===== src/rtl/res_arb_pkg.sv =====
package res_arb_pkg;
  localparam int PRI_W      = 4;
  localparam int PRI_LOWEST = 8;

  typedef logic [PRI_W-1:0] pri_t;

  // Values outside the 0..8 scale are treated as the least urgent level
  function automatic pri_t pri_clamp(input pri_t p);
    return (p > pri_t'(PRI_LOWEST)) ? pri_t'(PRI_LOWEST) : p;
  endfunction
endpackage


===== src/rtl/res_arb_cfg.sv =====
module res_arb_cfg
  import res_arb_pkg::*;
#(
  parameter int NREQ  = 4,
  parameter int MW_W  = 8,
  parameter int IDX_W = 2
) (
  input  logic                      clk,
  input  logic                      rst_n,
  input  logic                      wr_en,
  input  logic [IDX_W-1:0]          wr_idx,
  input  pri_t                      wr_pri,
  input  logic [MW_W-1:0]           wr_mw,
  output pri_t [NREQ-1:0]           pri_o,
  output logic [NREQ-1:0][MW_W-1:0] mw_o
);
  pri_t [NREQ-1:0]           pri_q, pri_d;
  logic [NREQ-1:0][MW_W-1:0] mw_q,  mw_d;
  logic [NREQ-1:0]           slot_en;

  // Per-slot clock enable decoded from the write strobe
  always_comb begin
    for (int i = 0; i < NREQ; i++) begin
      slot_en[i] = wr_en && (int'(wr_idx) == i);
      pri_d[i]   = wr_pri;
      mw_d[i]    = wr_mw;
    end
  end

  for (genvar g = 0; g < NREQ; g++) begin : g_slot
    always_ff @(posedge clk or negedge rst_n) begin
      if (!rst_n) begin
        pri_q[g] <= pri_t'(PRI_LOWEST);
        mw_q[g]  <= '0;
      end else if (slot_en[g]) begin
        pri_q[g] <= pri_d[g];
        mw_q[g]  <= mw_d[g];
      end
    end
  end

  assign pri_o = pri_q;
  assign mw_o  = mw_q;
endmodule


===== src/rtl/res_arb_pick.sv =====
module res_arb_pick
  import res_arb_pkg::*;
#(
  parameter int NREQ     = 4,
  parameter bit PICK_LOW = 1'b0,   // 0: most urgent value, 1: least urgent value
  parameter int IDX_W    = 2
) (
  input  logic [NREQ-1:0] vld,
  input  pri_t [NREQ-1:0] pri,
  output logic            found,
  output logic [IDX_W-1:0] idx
);
  pri_t best;

  // Strict comparisons keep the lowest index on ties
  always_comb begin
    found = 1'b0;
    idx   = '0;
    best  = '0;
    for (int i = 0; i < NREQ; i++) begin
      if (vld[i]) begin
        if (!found || (PICK_LOW ? (pri[i] > best) : (pri[i] < best))) begin
          found = 1'b1;
          idx   = IDX_W'(i);
          best  = pri[i];
        end
      end
    end
  end
endmodule


===== src/rtl/res_arb_wait_ctr.sv =====
module res_arb_wait_ctr #(
  parameter int MW_W = 8
) (
  input  logic            clk,
  input  logic            rst_n,
  input  logic            waiting,
  input  logic            forced,
  output logic [MW_W-1:0] cnt_q
);
  logic [MW_W-1:0] cnt_d;
  logic            cnt_en;

  always_comb begin
    cnt_en = 1'b1;
    if (!waiting || forced) begin
      cnt_d = '0;
    end else if (cnt_q == '1) begin
      cnt_d  = cnt_q;
      cnt_en = 1'b0;
    end else begin
      cnt_d = cnt_q + 1'b1;
    end
  end

  always_ff @(posedge clk or negedge rst_n) begin
    if (!rst_n)      cnt_q <= '0;
    else if (cnt_en) cnt_q <= cnt_d;
  end
endmodule


===== src/rtl/res_arb.sv =====
module res_arb
  import res_arb_pkg::*;
#(
  parameter int              NREQ       = 4,
  parameter int              MW_W       = 8,
  parameter int              TOP_IDX    = 0,
  parameter logic [NREQ-1:0] HAS_PRI    = 4'b1010,
  parameter logic [NREQ-1:0] BOOST_MASK = 4'b1011,
  localparam int             IDX_W      = (NREQ > 1) ? $clog2(NREQ) : 1
) (
  input  logic                    clk,
  input  logic                    rst_n,
  input  logic [NREQ-1:0]         req,
  input  logic [NREQ*PRI_W-1:0]   req_pri,
  input  logic                    cfg_we,
  input  logic [IDX_W-1:0]        cfg_idx,
  input  logic [PRI_W-1:0]        cfg_pri,
  input  logic [MW_W-1:0]         cfg_maxwait,
  output logic [NREQ-1:0]         gnt
);
  // Reset: asserted asynchronously, released after two clock edges
  logic [1:0] rst_pipe_q;
  logic       rst_sync_n;

  always_ff @(posedge clk or negedge rst_n) begin
    if (!rst_n) rst_pipe_q <= '0;
    else        rst_pipe_q <= {rst_pipe_q[0], 1'b1};
  end
  assign rst_sync_n = rst_pipe_q[1];

  pri_t [NREQ-1:0]           prog_pri;
  logic [NREQ-1:0][MW_W-1:0] prog_mw;

  res_arb_cfg #(.NREQ(NREQ), .MW_W(MW_W), .IDX_W(IDX_W)) u_cfg (
    .clk   (clk),
    .rst_n (rst_sync_n),
    .wr_en (cfg_we),
    .wr_idx(cfg_idx),
    .wr_pri(cfg_pri),
    .wr_mw (cfg_maxwait),
    .pri_o (prog_pri),
    .mw_o  (prog_mw)
  );

  // Effective priority: programmed slot or per-transfer value
  pri_t [NREQ-1:0] eff_pri;
  for (genvar g = 0; g < NREQ; g++) begin : g_eff
    assign eff_pri[g] = HAS_PRI[g] ? pri_clamp(prog_pri[g])
                                   : pri_clamp(req_pri[g*PRI_W +: PRI_W]);
  end

  logic             norm_v;
  logic [IDX_W-1:0] norm_idx;

  res_arb_pick #(.NREQ(NREQ), .PICK_LOW(1'b0), .IDX_W(IDX_W)) u_pick_win (
    .vld  (req),
    .pri  (eff_pri),
    .found(norm_v),
    .idx  (norm_idx)
  );

  logic             top_req;
  logic [IDX_W-1:0] win_idx;
  logic [NREQ-1:0]  win_oh;
  logic [NREQ-1:0]  wait_mask;

  assign top_req   = req[TOP_IDX];
  assign win_idx   = top_req ? IDX_W'(TOP_IDX) : norm_idx;
  assign win_oh    = norm_v ? (NREQ'(1) << win_idx) : '0;
  assign wait_mask = req & BOOST_MASK & ~win_oh;

  logic             cand_v;
  logic [IDX_W-1:0] cand_idx;

  res_arb_pick #(.NREQ(NREQ), .PICK_LOW(1'b1), .IDX_W(IDX_W)) u_pick_starved (
    .vld  (wait_mask),
    .pri  (eff_pri),
    .found(cand_v),
    .idx  (cand_idx)
  );

  logic [MW_W-1:0] mw_sel;
  logic [MW_W-1:0] cnt_q;
  logic            fire;

  assign mw_sel = prog_mw[cand_idx];
  assign fire   = cand_v && (mw_sel != '0) && (cnt_q >= mw_sel) && !top_req;

  res_arb_wait_ctr #(.MW_W(MW_W)) u_wait (
    .clk    (clk),
    .rst_n  (rst_sync_n),
    .waiting(cand_v),
    .forced (fire),
    .cnt_q  (cnt_q)
  );

  assign gnt = fire ? (NREQ'(1) << cand_idx) : win_oh;
endmodule


===== config.mk =====
export PLATFORM = sky130hd
export DESIGN_NAME = res_arb
export DESIGN_NICKNAME = d
export VERILOG_FILES = /design/src/rtl/res_arb_pkg.sv /design/src/rtl/res_arb_cfg.sv /design/src/rtl/res_arb_pick.sv /design/src/rtl/res_arb_wait_ctr.sv /design/src/rtl/res_arb.sv
export SDC_FILE = /design/constraint.sdc
export NUM_CORES = 1
export LEC_CHECK = 0
export BUFFER_PORTS_ARGS = -buffer_cell sky130_fd_sc_hd__buf_2
export CAP_MARGIN = 40
export CORE_UTILIZATION = 57
export DETAILED_ROUTE_END_ITERATION = 8
export PLACE_DENSITY = 0.79
export SYNTH_ARGS = -nofsm -noshare
export SYNTH_HDL_FRONTEND = slang
export SYNTH_SLANG_ARGS = --single-unit

===== constraint.sdc =====
create_clock -name clk -period 14.7 [get_ports clk]
set_clock_uncertainty 0.1 [all_clocks]
set_input_delay 2.94 -clock clk [delete_from_list [all_inputs] [get_ports clk]]
set_output_delay 2.94 -clock clk [all_outputs]
set_load 0.01 [all_outputs]

## After elaboration in Yosys (flattened, before gate mapping)

Cells that the tools add are included.

| word-level totals | value |
|---|---|
| bits of input ports | 37 |
| logic and storage cells | 104 |
| register bits | 50 |

| operators by class | value |
|---|---|
| reduce and logical (&&, ||, !) cells | 25 |
| eq/ne operators | 5 |
| shifts and indexed selects | 2 |
| bitwise operators | 2 |
| add/sub/neg operators | 1 |
| mux-type cells | 49 |
| $lt $le $gt $ge | 12 |

Operators by type and width:

| cell | number |
|---|---|
| $mux W4 | 16 |
| $mux W8 | 3 |
| $mux W2 | 11 |
| $mux W1 | 18 |
| $bmux W8 S2 | 1 |
| $gt A4 B4 Y1 const B | 4 |
| $gt A4 B4 Y1 | 3 |
| $lt A4 B4 Y1 | 3 |
| $add A8 B1 Y8 const B | 1 |
| $eq A8 B8 Y1 const B | 1 |
| $ge A8 B8 Y1 | 1 |
| $logic_not A1 Y1 | 8 |
| $reduce_bool A8 Y1 | 1 |
| $shl A1 B2 Y4 const A | 2 |
| $logic_and A1 B1 Y1 | 7 |
| $logic_or A1 B1 Y1 | 7 |
| $and A4 B4 Y4 | 1 |
| $eq A2 B2 Y1 const B | 2 |
| $not A4 Y4 | 1 |
| $lt A2 B3 Y1 const B | 1 |
| $eq A2 B1 Y1 const B | 1 |
| $logic_not A2 Y1 | 1 |
| $ne A2 B1 Y1 const B | 1 |
| $reduce_and A2 Y1 | 1 |

## Longest topological paths before layout

Gate-level depths: netlist of run 1.

| logic depth | value |
|---|---|
| depth after elaboration | 42 |
| mapped depth | 41 |
| gate-level depth less buffers | 39 |

## Modules after synthesis

Synthesis of run 1 repeated with hierarchy kept, for this count alone.

| unflattened totals | value |
|---|---|
| cells, all modules | 351 |
| area, all modules | 3,910.0 um^2 |

By module, submodules not included:

| module | seq. area each (um^2) | cells each | instances | area an instance (um^2) |
|---|---|---|---|---|
| res_arb_cfg | 1,206.2 | 104 | 1 | 1,806.7 |
| res_arb | 50.0 | 80 | 1 | 723.2 |
| res_arb_pick at u_pick_win | 0.0 | 64 | 1 | 480.5 |
| res_arb_pick at u_pick_starved | 0.0 | 58 | 1 | 462.9 |
| res_arb_wait_ctr | 200.2 | 45 | 1 | 436.7 |

## Worst setup path before layout of run 1

No wires, ideal clock.

| timing | value |
|---|---|
| path type | input to output |
| start | input req[0] |
| end | output gnt[2] |
| buffers on the path | 2 |
| data required time | 11.660 ns |
| data arrival time | 10.186 ns |
| setup slack | 1.474 ns |
| stages on the path | 40 |
| cell sequence | nor2b_1 nand2_1 ha_1 o21a_1 o21ai_0 o21ai_1 o21ai_1 mux2_1 ha_1 a21oi_1 or4b_4 a211oi_2 or2_1 clkbuf_1 nand2_1 o21a_1 ha_1 a21o_1 [... 4 more ...] nor2_1 nand2_1 ha_1 o21ai_1 a21oi_1 o21ai_0 nand2_1 o21ai_2 nor2_1 o31ai_1 ha_1 a21o_1 a21o_1 a21oi_1 o22ai_1 and4_4 buf_6 a211oi_1 |

| on the way | value |
|---|---|
| cells in the longest elaborated chain, start to end | 38 |
| elaborated cells between the ends (all ways) | 69 |

RTL lines:

| item | RTL line | source |
|---|---|---|
| from (decl) | res_arb.sv:13 | `input logic [NREQ-1:0] req,` |
| parallel branches: the longest is 37 deep, another holds $lt A4 B4 Y1 | -- |  |
| $mux W4 (*) | res_arb.sv:97 | `assign gnt = fire ? (NREQ'(1) << cand_idx) : win_oh;` |
| to (decl) | res_arb.sv:19 | `output logic [NREQ-1:0] gnt` |

Mark *: on every way between the ends. The select of a mux whose other input is x is not followed.

## Worst setup path after layout of run 1

| timing | value |
|---|---|
| start | input req_pri[3] |
| end | output gnt[3] |

| on the way | value |
|---|---|
| cells in the longest elaborated chain, start to end | 40 |
| elaborated cells between the ends (all ways) | 68 |

RTL lines:

| item | RTL line | source |
|---|---|---|
| from (decl) | res_arb.sv:14 | `input logic [NREQ*PRI_W-1:0] req_pri,` |
| $gt A4 B4 Y1 | res_arb_pkg.sv:9 | `return (p > pri_t'(PRI_LOWEST)) ? pri_t'(PRI_LOWEST) : p;` |
| $mux W4 (*) | res_arb_pkg.sv:9 |  |
| parallel branches: the longest is 37 deep, another holds $lt A4 B4 Y1 | -- |  |
| $mux W4 (*) | res_arb.sv:97 |  |

Marked as above.

==> flow_metrics.env, run 1 <==
export IMPL_combPwrFrac_pct=38.6
export IMPL_p_sw_mw=0.134
export IMPL_rrSetupSlack_ns=6.09
export IMPL_worst_setup_path_end_kind="primary output"
export IMPL_post_cts_resized=0
export IMPL_grt_setup_unrepaired="false"
export IMPL_p_seq_share_pct=40.6
export IMPL_synthCells=286
export IMPL_critPathMaxStageDelay_ns=0.52
export IMPL_gp_congestion=0.894
export IMPL_crit_type="in -> out"
export IMPL_dp_slack_ns=0.348
export IMPL_async_flop_share_pct=100
export IMPL_min_path_type="reg -> async"
export IMPL_cts_tree="built"
export IMPL_antennaDiodeCount=0
export IMPL_grt_pass1_vias=2247
export IMPL_num_nets_final=376
export IMPL_grt_pass1_wl_um=10400
export IMPL_drc=0
export IMPL_vias_per_cell=5.92
export IMPL_synth_cell_types=60
export IMPL_synth_flop_cell="dfrtp_1"
export IMPL_peakVddDrop_mv=0.0949
export IMPL_finalCritPeriodShare_pct=95.1
export IMPL_crit_fanout=9
export IMPL_coreArea_mm2=0.00482
export IMPL_grt_max_degree=41
export IMPL_cts_htree_levels=2
export IMPL_die_area_mm2=0.00539
export IMPL_status="completed"
export IMPL_maxSlewViolCount=0
export IMPL_maxCapViolations=0
export IMPL_final_common_cell="dfrtp_1"
export IMPL_seqCellArea_mm2=0.00105
export IMPL_io_pins=41
export IMPL_intPower_mw=0.240
export IMPL_area_growth_pct=12.2
export IMPL_start_util_pct=60.4
export IMPL_drtIter0Drc=120
export IMPL_place_hpwl_um=4530
export IMPL_portBuffers=32
export IMPL_powerDensity_mw_per_mm2=115
export IMPL_die_h_um=73.4
export IMPL_die_w_um=73.4
export IMPL_hold_buffers=0
export IMPL_clk_latency_ns=0.29
export IMPL_syn_nets=345
export IMPL_fillCellCount=410
export IMPL_gr_total_overflow=0
export IMPL_antenna_found_initial=0
export IMPL_syn_avg_cell_area_um2=10.2
export IMPL_required_ns=11.66
export IMPL_startpoint_type="input port"
export IMPL_final_cell_mix="dfrtp_1 (40), buf_2 (32), mux2_1 (29), ha_1 (22), nand2_1 (14)"
export IMPL_final_setup_viol_count=0
export IMPL_hold_viol_final=0
export IMPL_holdWs_ns=0.199
export IMPL_fin_ws_ns=0.713
export IMPL_postRouteAntennaNets=0
export IMPL_drt_total_wl_um=5940
export IMPL_fmax_mhz=71.5
export IMPL_critPathSlowestCell="or4b_4"
export IMPL_synth_cell_area_mm2=0.00291
export IMPL_setup_tns_ns=0
export IMPL_synth_edf_count=0
export IMPL_worst_pin_slew_ns=0.725
export IMPL_grt_usage_pct=25.0
export IMPL_multi_input_area_mm2=0.00182
export IMPL_clkSlewWorstSetupHoldPaths_ns=0.09
export IMPL_drive_gt1_share_pct=23.0
export IMPL_num_rows=25
export IMPL_clock_sinks=42
export IMPL_wl_per_cell_um=15.4
export IMPL_ys_warn_count=0
export IMPL_num_vias=2279
export IMPL_cts_buffer_depth=2
export IMPL_ys_seq_elements=42
export IMPL_dr_pass1_iters=4
export IMPL_switching_share_pct=35.9
export IMPL_fin_crit_ns=13.99
export IMPL_post_cts_buffers=0
export IMPL_root_buffer="clkbuf_8"
export IMPL_timing_critical_path_mode_cell="ha_1"
export IMPL_max_slew_margin_pct=51.6
export IMPL_pwr_share_clk_pct=20.8
export IMPL_yosysSeqAreaShare_pct=36.2
export IMPL_cts_made_buffers=5
export IMPL_leakage_nw=1.44
export IMPL_cp_arrival_ns=10.95
-- synth_stat cells, types with 3 or more instances --
cell type	instances	area share, %
o21a_1	6	1.5
o31ai_1	7	1.8
and3_1	11	2.4
o21ai_1	5	0.86
nor2b_1	9	1.9
a21oi_1	9	1.5
a21o_1	6	1.5
nand3_1	12	2.1
dfrtp_1	40	34
nor3_1	11	1.9
nor3b_1	3	0.77
nand2b_1	4	0.86
nor2_1	11	1.4
inv_1	5	0.65
o21ai_0	5	0.86
mux2_2	4	1.5
a21boi_1	7	1.8
mux2_1	29	11
clkbuf_1	6	0.77
ha_1	22	9.5
nand4_1	3	0.65
or3_1	8	1.7
nand2_1	14	1.8
-- final cells by class --
cell class,count,share of cell area (%)
clock buffers,6,2.53
clock inverters,2,0.383
inverters,7,0.805
multi-input cells,226,55.8
flip-flops and latches,42,32.3
well taps,67,2.57
repair buffers,35,5.60
-- worst paths after layout --
path | startpoint | end | depth (start not counted)
setup / recovery | req_pri[3] | gnt[3] | 41
hold / removal | rst_pipe_q[1] | u_cfg.mw_o[1] | 1
setup reg to reg | u_cfg.pri_o[7] | u_wait.cnt_q[7] | 39
hold reg to reg | rst_pipe_q[1] | u_cfg.mw_o[1] | 1
max in group asynchronous | rst_n | rst_pipe_q[0] | 1
min in group clk | rst_pipe_q[0] | rst_pipe_q[1] | 0
-- worst max-delay path: cells and delay by family --
family	cells	cell delay [ns]
fa+ha+maj	5	1.27
mux	1	0.35
buf+inv	2	0.26
simple gates	12	2.59
compound gates	21	3.54
-- power by group through the flow --
stage               Combinational, mW  Clock, mW  Sequential, mW
detailed placement              0.138          0           0.154
floorplan                       0.107          0           0.150
finish                          0.144     0.0777           0.152
global route                    0.163     0.0827           0.155
global placement                0.134          0           0.153
CTS                             0.139     0.0795           0.152
-- routing by layer --
| metal | global-route usage [%] | vias to the layer above | part of all wire [%] |
|---|---|---|---|
| met3 | 4.80 | 4 | 3.9 |
| li1 | - | 1137 | - |
| met2 | 38.9 | 45 | 47 |
| met5 | 0 | - | 0 |
| met4 | 6.62 | 0 | 0.72 |
| met1 | 35.7 | 1093 | 49 |
-- sequential cells by signal, summed over array words and instances, names as in the netlist --
| name | flops |
|---|---|
| u_wait.cnt_q | 8 |
| u_cfg.mw_o | 24 |
| u_cfg.pri_o | 8 |
| rst_pipe_q | 2 |
-- through the flow --
stage               cells  utilization, %  instance area [um2]  power (mW)
finish                385            67.7                 3260       0.374
global route          385            67.7                 3260       0.401
CTS                   385            66.8                 3220       0.371
detailed placement    377            64.9                 3120       0.292
global placement      377            64.9                 3120       0.287
floorplan             286               -                 2910       0.257
-- kinds of logic (layout without fill, tap and decap cells) --
family | count (synthesis) | after routing | share of synthesized area [%]
muxes | 34 | 34 | 13.1
DFF | 42 | 42 | 36.2
adders and majority gates | 22 | 22 | 9.46
xor gates and xnor gates | 2 | 2 | 0.602
and+or+nand+nor | 98 | 98 | 18.8
other | 1 | 1 | 0.129
buffers and inverters | 18 | 50 | 2.67
AOI/OAI and AO/OA | 69 | 69 | 19.0
(Power assumes the default switching activity.)
==> run 2, diff against run 1 <==
--- a/config.mk
+++ b/config.mk
@@ -9,7 +9,7 @@
 export CAP_MARGIN = 40
 export CORE_UTILIZATION = 57
 export DETAILED_ROUTE_END_ITERATION = 8
-export PLACE_DENSITY = 0.79
+export PLACE_DENSITY = 0.83
 export SYNTH_ARGS = -nofsm -noshare
 export SYNTH_HDL_FRONTEND = slang
 export SYNTH_SLANG_ARGS = --single-unit
==> run 2 against run 1 <==
Highest routed layer unchanged. Cell count decreased by 0.26%. Die area is the same. Count of clock-buffer cells in the layout stayed put. Critical path type unchanged.
==> flow_metrics.env, run 2 (synthesis gave the netlist of run 1 again) <==
export IMPL_critPathSlowestCell="or4b_4"
export IMPL_clkSlewWorstSetupHoldPaths_ns=0.07
export IMPL_worst_setup_path_end_kind="primary output"
export IMPL_num_nets_final=376
export IMPL_maxCapViolations=0
export IMPL_clock_sinks=42
export IMPL_critPathMaxStageDelay_ns=0.53
export IMPL_worst_pin_slew_ns=0.717
export IMPL_drive_gt1_share_pct=23.0
export IMPL_reg2reg_depth=39
export IMPL_timing_critical_path_mode_cell="ha_1"
export IMPL_min_path_type="reg -> async"
export IMPL_switching_share_pct=34.3
export IMPL_portBuffers=32
export IMPL_gr_total_overflow=0
export IMPL_die_w_um=73.4
export IMPL_drtIter0Drc=146
export IMPL_final_cell_mix="dfrtp_1 (40), buf_2 (31), mux2_1 (29), ha_1 (22), nand2_1 (14)"
export IMPL_peakVddDrop_mv=0.0878
export IMPL_root_buffer="clkbuf_8"
export IMPL_cts_buffer_depth=2
export IMPL_maxSlewViolCount=0
export IMPL_gp_congestion=0.910
export IMPL_p_sw_mw=0.134
export IMPL_grt_pass1_vias=2253
export IMPL_rr_endpoint="u_wait.cnt_q[3]"
export IMPL_die_h_um=73.4
export IMPL_drt_total_wl_um=6010
export IMPL_antennaDiodeCount=0
export IMPL_postRouteAntennaNets=0
export IMPL_required_ns=11.66
export IMPL_clk_latency_ns=0.30
export IMPL_startpoint_type="input port"
export IMPL_cp_arrival_ns=10.99
export IMPL_max_slew_margin_pct=52.2
export IMPL_met1_usage_pct=36.2
export IMPL_wl_per_cell_um=15.6
export IMPL_grt_max_degree=41
export IMPL_holdWs_ns=0.199
export IMPL_grt_pass1_wl_um=10500
export IMPL_io_pins=41
export IMPL_coreArea_mm2=0.00482
export IMPL_p_seq_share_pct=39.1
export IMPL_cts_htree_levels=2
export IMPL_crit_family="compound AO/OA/AOI/OAI gates"
export IMPL_status="completed"
export IMPL_die_area_mm2=0.00539
export IMPL_pwr_share_clk_pct=24.1
export IMPL_grtUsageMet3_pct=4.39
export IMPL_dr_pass1_iters=4
export IMPL_busiest_layer="met2"
export IMPL_cts_made_buffers=5
export IMPL_place_hpwl_um=4460
export IMPL_area_growth_pct=12.6
export IMPL_num_vias=2322
export IMPL_powerDensity_mw_per_mm2=119
export IMPL_grt_setup_unrepaired="false"
export IMPL_intPower_mw=0.256
export IMPL_cts_tree="built"
export IMPL_num_rows=25
export IMPL_largest_register_ffs=24
export IMPL_finalCritPeriodShare_pct=95.5
export IMPL_crit_type="in -> out"
export IMPL_fin_crit_ns=14.03
export IMPL_vias_per_cell=6.05
export IMPL_rrSetupSlack_ns=6.14
export IMPL_r2r_start="u_cfg.pri_o[7]"
export IMPL_hold_viol_final=0
export IMPL_use_met2_pct=39.2
export IMPL_setup_tns_ns=0
export IMPL_final_setup_viol_count=0
export IMPL_drc=0
export IMPL_final_common_cell="dfrtp_1"
export IMPL_grt_usage_pct=25.7
export IMPL_post_cts_buffers=0
export IMPL_fmax_mhz=71.3
export IMPL_crit_fanout=15
export IMPL_hold_buffers=0
export IMPL_start_util_pct=60.4
export IMPL_leakage_nw=1.45
export IMPL_path_buf_inv=2
export IMPL_combPwrFrac_pct=36.8
export IMPL_antenna_found_initial=0
## run 2: worst max-delay path by stage
| stage | from | depth (start not counted) | endpoint | slack [ns] |
|---|---|---|---|---|
| floorplan | req[0] | 40 | gnt[2] | 1.47 |
| global placement | req[0] | 41 | gnt[3] | 0.48 |
| detailed placement | req[0] | 41 | gnt[3] | 0.37 |
| CTS | req[0] | 41 | gnt[3] | 0.31 |
| global route | req[0] | 42 | gnt[2] | 0.01 |
| finish | req[0] | 41 | gnt[3] | 0.67 |
## run 2: final cells by class
| class | instances | area, um2 |
|---|---|---|
| Clock buffer | 6 | 82.6 |
| Clock inverter | 1 | 30.0 |
| Fill cell | 395 | 1540 |
| Inverter | 7 | 26.3 |
| Multi-Input combinational cell | 226 | 1820 |
| Sequential cell | 42 | 1050 |
| Tap cell | 67 | 83.8 |
| Timing Repair Buffer | 35 | 185 |
## run 2: what timing repair did
item | CTS | global route
setup endpoints to repair | 0 | 3
gates resized for setup | 0 | 10
endpoints found under the hold margin | 0 | 0
## run 2: through the flow
step                power (mW)  worst slack, ns  std cells  util, %  cell area [um2]
floorplan                0.257             1.47        286        -             2910
global placement         0.286            0.477        377     64.9             3120
detailed placement       0.293            0.365        377     64.9             3120
CTS                      0.388            0.311        384     67.2             3240
global route             0.419           0.0101        384     68.0             3280
finish                   0.390            0.665        384     68.0             3280
## run 2: power groups by stage
stage                     Combinational (mW)  Sequential [mW]  Clock (mW)
after floorplan                        0.107            0.150           0
after global placement                 0.133            0.153           0
after detailed placement               0.138            0.155           0
after CTS                              0.139            0.152      0.0960
after global routing                   0.163            0.156      0.0996
final                                  0.143            0.152      0.0942
## run 2: metal layers
layer	wire, um	vias up
met1	2880	1115
met2	2730	56
met5	0	-
met4	99	0
li1	-	1142
met3	290	9
## run 2: worst reg2reg max path: cells and delay by family (launching register included)
kind            cells  cell delay (ns)
simple gates       12             2.38
compound gates     20             3.61
flops               1             0.61
mux                 1             0.38
fa+ha+maj           5             1.29
buf+inv             1             0.06
